$ cat config.mk
export PLATFORM = sky130hd
export DESIGN_NAME = ext_irq_front
export DESIGN_NICKNAME = d
export VERILOG_FILES = /design/src/rtl/eirq_pkg.sv /design/src/rtl/eirq_sync.sv /design/src/rtl/eirq_chan.sv /design/src/rtl/ext_irq_front.sv
export SDC_FILE = /design/constraint.sdc
export NUM_CORES = 1
export LEC_CHECK = 0
export BUFFER_PORTS_ARGS = -buffer_cell sky130_fd_sc_hd__buf_4
export CAP_MARGIN = 30
export CORE_MARGIN = 3
export CORE_UTILIZATION = 45
export DETAILED_ROUTE_END_ITERATION = 8
export HOLD_SLACK_MARGIN = 0.02
export PLACE_DENSITY = 0.79
export SYNTH_ARGS = -nofsm -noshare
export SYNTH_HDL_FRONTEND = slang
export SYNTH_SLANG_ARGS = --single-unit
$ cat constraint.sdc
create_clock -name clk_i -period 1.9 [get_ports clk_i]
set_input_delay 0.38 -clock clk_i [delete_from_list [all_inputs] [get_ports clk_i]]
set_output_delay 0.38 -clock clk_i [all_outputs]
set_load 0.03 [all_outputs]
$ cat src/rtl/eirq_pkg.sv
package eirq_pkg;
  localparam int unsigned CTL_W = 4;

  typedef struct packed {
    logic wake_edge;  // bit 3
    logic pol;        // bit 2: 0 falling/low, 1 rising/high
    logic both;       // bit 1
    logic irq_en;     // bit 0
  } ctl_t;
endpackage

$ cat src/rtl/eirq_sync.sv
module eirq_sync #(
  parameter int unsigned STAGES = 2
) (
  input  logic clk_i,
  input  logic rst_ni,
  input  logic d_i,
  output logic q_o
);
  logic [STAGES-1:0] chain_q;

  always_ff @(posedge clk_i or negedge rst_ni) begin
    if (!rst_ni) chain_q <= '0;
    else         chain_q <= {chain_q[STAGES-2:0], d_i};
  end

  assign q_o = chain_q[STAGES-1];
endmodule

$ cat src/rtl/eirq_chan.sv
module eirq_chan
  import eirq_pkg::*;
#(
  parameter int unsigned SYNC_STAGES = 2
) (
  input  logic clk_i,
  input  logic rst_ni,
  input  logic pin_i,
  input  logic ctl_we_i,
  input  ctl_t ctl_wdata_i,
  input  logic skip_req_i,
  output logic skip_o,
  output logic flag_o,
  output logic irq_o,
  output logic wake_o,
  output logic det_o
);
  ctl_t ctl_q;
  logic lvl, prev_q, flag_q, wake_q;
  logic rise, fall, pol_edge, det;

  eirq_sync #(.STAGES(SYNC_STAGES)) u_sync (
    .clk_i (clk_i),
    .rst_ni(rst_ni),
    .d_i   (pin_i),
    .q_o   (lvl)
  );

  always_ff @(posedge clk_i or negedge rst_ni) begin
    if (!rst_ni)       ctl_q <= '0;
    else if (ctl_we_i) ctl_q <= ctl_wdata_i;
  end

  // previous sample tracks every cycle, so a write reloads it as well
  always_ff @(posedge clk_i or negedge rst_ni) begin
    if (!rst_ni) prev_q <= 1'b0;
    else         prev_q <= lvl;
  end

  assign rise     = lvl & ~prev_q;
  assign fall     = ~lvl & prev_q;
  assign pol_edge = ctl_q.pol ? rise : fall;
  assign det      = ~ctl_we_i & (ctl_q.both ? (rise | fall) : pol_edge);

  always_ff @(posedge clk_i or negedge rst_ni) begin
    if (!rst_ni) begin
      flag_q <= 1'b0;
      wake_q <= 1'b0;
    end else begin
      flag_q <= det | (flag_q & ~skip_req_i);  // new edge wins over skip
      wake_q <= ctl_q.wake_edge ? pol_edge : (lvl == ctl_q.pol);
    end
  end

  assign skip_o = flag_q & skip_req_i;
  assign flag_o = flag_q;
  assign irq_o  = flag_q & ctl_q.irq_en;
  assign wake_o = wake_q;
  assign det_o  = det;

  AST_FLAG_ON_DET: assert property (@(posedge clk_i) disable iff (!rst_ni)
    det |=> flag_q);
  AST_ROSE_CAUSE: assert property (@(posedge clk_i) disable iff (!rst_ni)
    $rose(flag_q) |-> $past(det));
  AST_SKIP_CLEARS: assert property (@(posedge clk_i) disable iff (!rst_ni)
    (skip_req_i && flag_q && !det) |=> !flag_q);
  AST_WR_MASK: assert property (@(posedge clk_i) disable iff (!rst_ni)
    ctl_we_i |=> !$rose(flag_q));
  AST_POL_ONE_SIDED: assert property (@(posedge clk_i) disable iff (!rst_ni)
    (det && !ctl_q.both) |-> (lvl == ctl_q.pol));
endmodule

$ cat src/rtl/ext_irq_front.sv
module ext_irq_front
  import eirq_pkg::*;
#(
  parameter int unsigned NUM_CH      = 2,
  parameter int unsigned SYNC_STAGES = 2
) (
  input  logic              clk_i,
  input  logic              rst_ni,
  input  logic [NUM_CH-1:0] pin_i,
  input  logic [NUM_CH-1:0] ctl_we_i,
  input  logic [CTL_W-1:0]  ctl_wdata_i,
  input  logic [NUM_CH-1:0] skip_req_i,
  output logic [NUM_CH-1:0] skip_o,
  output logic [NUM_CH-1:0] flag_o,
  output logic [NUM_CH-1:0] irq_o,
  output logic [NUM_CH-1:0] wake_o,
  output logic              tmr_start_o
);
  localparam int unsigned TMR_CH = 0;

  logic [NUM_CH-1:0] det;
  logic              tmr_q;
  ctl_t              wdata;

  assign wdata = ctl_t'(ctl_wdata_i);

  for (genvar c = 0; c < NUM_CH; c++) begin : g_ch
    eirq_chan #(.SYNC_STAGES(SYNC_STAGES)) u_chan (
      .clk_i      (clk_i),
      .rst_ni     (rst_ni),
      .pin_i      (pin_i[c]),
      .ctl_we_i   (ctl_we_i[c]),
      .ctl_wdata_i(wdata),
      .skip_req_i (skip_req_i[c]),
      .skip_o     (skip_o[c]),
      .flag_o     (flag_o[c]),
      .irq_o      (irq_o[c]),
      .wake_o     (wake_o[c]),
      .det_o      (det[c])
    );
  end

  always_ff @(posedge clk_i or negedge rst_ni) begin
    if (!rst_ni) tmr_q <= 1'b0;
    else         tmr_q <= det[TMR_CH];
  end

  assign tmr_start_o = tmr_q;

  AST_TMR_WITH_FLAG: assert property (@(posedge clk_i) disable iff (!rst_ni)
    tmr_q |-> flag_o[TMR_CH]);
  AST_TMR_PULSE: assert property (@(posedge clk_i) disable iff (!rst_ni)
    tmr_q |-> $past(det[TMR_CH]));
endmodule

# Yosys cells after proc, flatten, opt, wreduce, memory -nomap -nowiden
# Index checks and enable logic that the tools add are counted.
# W data, S select, Z words.
[totals] inputBits=12 out_inout_bits=9 wordCells=49 ff_bits=19
[op_classes] n_eq_ne=2 mux=6 bitwise=24
[ops] op="$and A1 B1 Y1" count=12
[ops] op="$not A1 Y1" count=8
[ops] op="$mux W1" count=6
[ops] op="$or A1 B1 Y1" count=4
[ops] op="$eq A1 B1 Y1" count=2

# Depth between registers and ports, before layout
[logic_depth] ltp_word=6 ltp_mapped=5 ltp_nobuf=5

# By module
# Synthesis repeated with hierarchy kept, for this count alone.
[hier_totals] cells_unflattened=59 hier_area_um2=788.3
[by_module_without_submodules] mod="eirq_chan" cells_per_inst=27 area_each_um2=331.6 seq_area_each_um2=175.2 instances=2
[by_module_without_submodules] mod="eirq_sync" cells_per_inst=2 area_each_um2=50.0 seq_area_each_um2=50.0 instances=2
[by_module_without_submodules] mod="ext_irq_front" cells_per_inst=1 area_each_um2=25.0 seq_area_each_um2=25.0 instances=1

# Worst setup path before layout
# No wires, ideal clock.
[synth_timing] kind="register to register" startpoint="register g_ch[0].u_chan.u_sync.chain_q[1]" endpoint="register g_ch[0].u_chan.flag_q" t_arrival_ps=1026 synth_period_minus_slack_ps=1158 setup_ps=132 t_required_ps=1768 slack_ps=742 n_path_buf=0 stages_incl_launch_ff=6 path_cell_list="dfrtp_1 > inv_1 > ha_1 > nor2b_1 > a211oi_2 > o22ai_1"
[synth_via] elab_chain_cells=6 elab_cells_between_ends=8 cone_classes="2 x mux; 6 x bitwise"
[synth_lines] item="start: declaration" line="eirq_sync.sv:9" source="logic [STAGES-1:0] chain_q;"
[synth_lines] item="start signal: assignment" line="eirq_sync.sv:13" source="else chain_q <= {chain_q[STAGES-2:0], d_i};"
[synth_lines] item="$not A1 Y1" line="eirq_chan.sv:41" source="assign fall = ~lvl & prev_q;"
[synth_lines] item="$and A1 B1 Y1" line="eirq_chan.sv:41"
[synth_lines] item="$mux W1 / $or A1 B1 Y1 (equally long branches)" line="eirq_chan.sv:42, eirq_chan.sv:43"
[synth_lines] item="$mux W1 (*)" line="eirq_chan.sv:43" source="assign det = ~ctl_we_i & (ctl_q.both ? (rise | fall) : pol_edge);"
[synth_lines] item="$and A1 B1 Y1 (*)" line="eirq_chan.sv:43"
[synth_lines] item="$or A1 B1 Y1 (*)" line="eirq_chan.sv:50" source="flag_q <= det | (flag_q & ~skip_req_i);"
[synth_lines] item="end signal: assignment" line="eirq_chan.sv:50"
[synth_lines] item="end: declaration" line="eirq_chan.sv:19" source="logic lvl, prev_q, flag_q, wake_q;"
# Mark *: on every way between the ends. The rest lies on a longest branch, timed or not.
# A chain may end at the register's enable or synchronous reset.

# Final worst setup path
[layout_timing] startpoint="register g_ch[0].u_chan.flag_q" endpoint="output port skip_o[0]"
[layout_via] elab_chain_cells=1
[layout_lines] item="$and A1 B1 Y1" line="eirq_chan.sv:55" source="assign skip_o = flag_q & skip_req_i;"
[layout_lines] item="end: declaration" line="ext_irq_front.sv:13" source="output logic [NUM_CH-1:0] skip_o,"
# Every way passes these cells.

==> results.cfg <==
[detailed_routing]
drc = 0
wl_um = 1260
vias = 484
drt_iter0_drc = 0
drt_pre_antenna_iters = 1
antenna_left = 0
wl_per_cell_um = 11.9
vias_per_cell = 4.57

[clock_network]
cts_root_buf = clkbuf_4
htree_levels = 1
clkTransAtPathRegs_ns = 0.09
cts_setup_buffers = 0
hold_buffers = 1
cts_made_buffers = 3
clockBufferDepth = 2
clock_latency_ns = 0.29
cts-resized-gates = 0
cts_sinks = 19
cts_tree = built

[worst_hold_path]
hp-class = input port to flip-flop

[sta]
fmax_mhz = 717
finalHoldViolCount = 0
worst_pin_slew_ns = 0.235
clock_skew_ns = 0.00280
rsz0062_at_grt = false
final.period_utilization_pct = 73.4
fin_setup_tns_ns = 0
slew_violations = 0
slew_headroom_pct = 84.4
setup_viol = 0
min_period_ns = 1.39

[worst_setup_path]
cp.arrival_ns = 1.01
crit_path_top_delay_cell = dfrtp_1
start_kind = flip-flop
worst-setup-path-type = flip-flop to output port
crit_family = flip-flops
crit_chain = and2_1, buf_4
required_ns = 1.52
crit_fanout = 4
max_stage_delay_ns = 0.41
cp_num_buf_inv = 1
worstSetupEndpointType = output port

[global_routing]
gr-total-overflow = 0
grt_max_degree = 20
grt_util_all_layers_pct = 12.0
grt_first_pass_wirelength_um = 2200
antenna_found_initial = 0
grt_pass1_vias = 483

[synth]
synth_nets = 81
syn_inst = 65
mappedNetlistArea_sq_um = 837
yosys_warnings = 0
synth-seq-area-share_pct = 56.8
avgSynthCellArea_sq_um = 12.9
synth-seq-cells = 19
ys_types = 20

[power]
cellLeakagePower_nw = 0.491
powerDensity_nw_per_um2 = 851
peakVddDrop_uv = 595

[place]
dp_hpwl_um = 1030
place.gp.congestion = 0.699
port_buffers = 20
dp.cells = 101

[floorplan]
core_region_area_sq_um = 1630
num_rows = 14
die_height_um = 49.1
die-area_sq_um = 2410
fp.dieW_um = 49.1
start_util_pct = 51.4
ios = 21

[job]
max_cap_viol_count = 0

[layout]
diodes = 0
finalNetCount = 99
final_cells = 106
layout-drive-gt1-share_pct = 41.5
syn2layout_area_growth_pct = 18.7

[status]
outcome = complete, no violations
-- power by group --
part           switching [mW]  internal [mW]
combinational          0.0981         0.0867
clock                   0.108         0.0816
sequential             0.0280          0.443
total                   0.234          0.611
-- flip-flops by register name, summed over array words and instances (netlist names) --
signal	cells
g_ch.u_chan.u_sync.chain_q	4
g_ch.u_chan.prev_q	2
tmr_start_o	1
g_ch.u_chan.ctl_q	8
g_ch.u_chan.flag_o	2
g_ch.u_chan.wake_o	2
-- cell type report --
| cell class | count | area (sq um) |
|---|---|---|
| timing repair buffer | 21 | 160 |
| tap | 24 | 30.0 |
| inverter | 6 | 22.5 |
| sequential | 19 | 475 |
| fill | 132 | 636 |
| multi-input combinational | 32 | 279 |
| clock buffer | 4 | 26.3 |
-- worst reg2reg max path, cell delays in order, from the launching register on --
cell,delay [ns]
dfrtp_1,0.42
inv_1,0.06
ha_1,0.19
nor2b_1,0.14
a211oi_2,0.23
o22ai_1,0.12
-- path summary, 6_finish.rpt --
kind | start | end | slack [ns] | depth (start not counted)
min in group asynchronous | rst_ni | g_ch[1].u_chan.flag_o | 0.49 | 2
setup reg to reg | g_ch[0].u_chan.u_sync.chain_q[1] | g_ch[0].u_chan.flag_o | 0.63 | 5
setup / recovery | g_ch[0].u_chan.flag_o | skip_o[0] | 0.51 | 2
hold reg to reg | g_ch[1].u_chan.u_sync.chain_q[0] | g_ch[1].u_chan.u_sync.chain_q[1] | 0.36 | 0
max in group asynchronous | rst_ni | tmr_start_o | 1.22 | 2
hold / removal | pin_i[0] | g_ch[0].u_chan.u_sync.chain_q[0] | 0.19 | 1
-- stage by stage --
step                hold slack [ns]  area [sq um]  utilization (%)  worst slack [ns]  total power, mW
detailed placement            0.261           957             58.8             0.641            0.666
global route                  0.173           993             61.0             0.440            0.892
CTS                           0.180           993             61.0             0.492            0.859
global placement              0.263           957             58.8             0.700            0.660
finish                        0.195           993             61.0             0.506            0.845
floorplan                    0.0844           837                -             0.742            0.614
-- cells in the mapped netlist, drive strengths merged --
cell    number  area, sq um
inv          6         22.5
nand2        1         3.75
mux2         9          105
nor2         2         7.51
mux2i        1         10.0
o21ai        3         18.8
o22ai        1         6.26
buf          8         60.1
ha           4         50.1
nor2b        1         6.26
a211oi       2         20.0
dfrtp       19          475
a21oi        2         10.0
and2         4         25.0
xor2         1         8.76
a21o         1         7.51
-- kinds of logic (layout without fill, tap and decap cells) --
| family | Yosys count | count (layout) | share of synthesized area (%) |
|---|---|---|---|
| flops | 19 | 19 | 56.8 |
| buf+inv | 14 | 31 | 9.87 |
| mux | 10 | 10 | 13.8 |
| compound gates | 9 | 9 | 7.47 |
| simple gates | 8 | 8 | 5.08 |
| fa+ha+maj | 4 | 4 | 5.98 |
| xor+xnor | 1 | 1 | 1.05 |
-- placed cells by master (no fill, tap or decap), drive strengths merged --
cell	Yosys	routed
a211oi	2	2
a21o	1	1
a21oi	2	2
and2	4	4
buf	8	20
clkbuf	0	4
dfrtp	19	19
dlygate4sd3	0	1
ha	4	4
inv	6	6
mux2	9	9
mux2i	1	1
nand2	1	1
nor2	2	2
nor2b	1	1
o21ai	3	3
o22ai	1	1
xor2	1	1
-- layer usage --
metal  GRT usage (%)  vias up  wire (um)  share of wire, %
met3            5.50        2         76               6.0
met4            4.27        0          5              0.40
met2            18.8       14        629                50
met1            14.4      226        547                43
li1                -      242          -                 -
met5               0        -          0                 0
No activity file was read; power rests on OpenSTA's default activity.
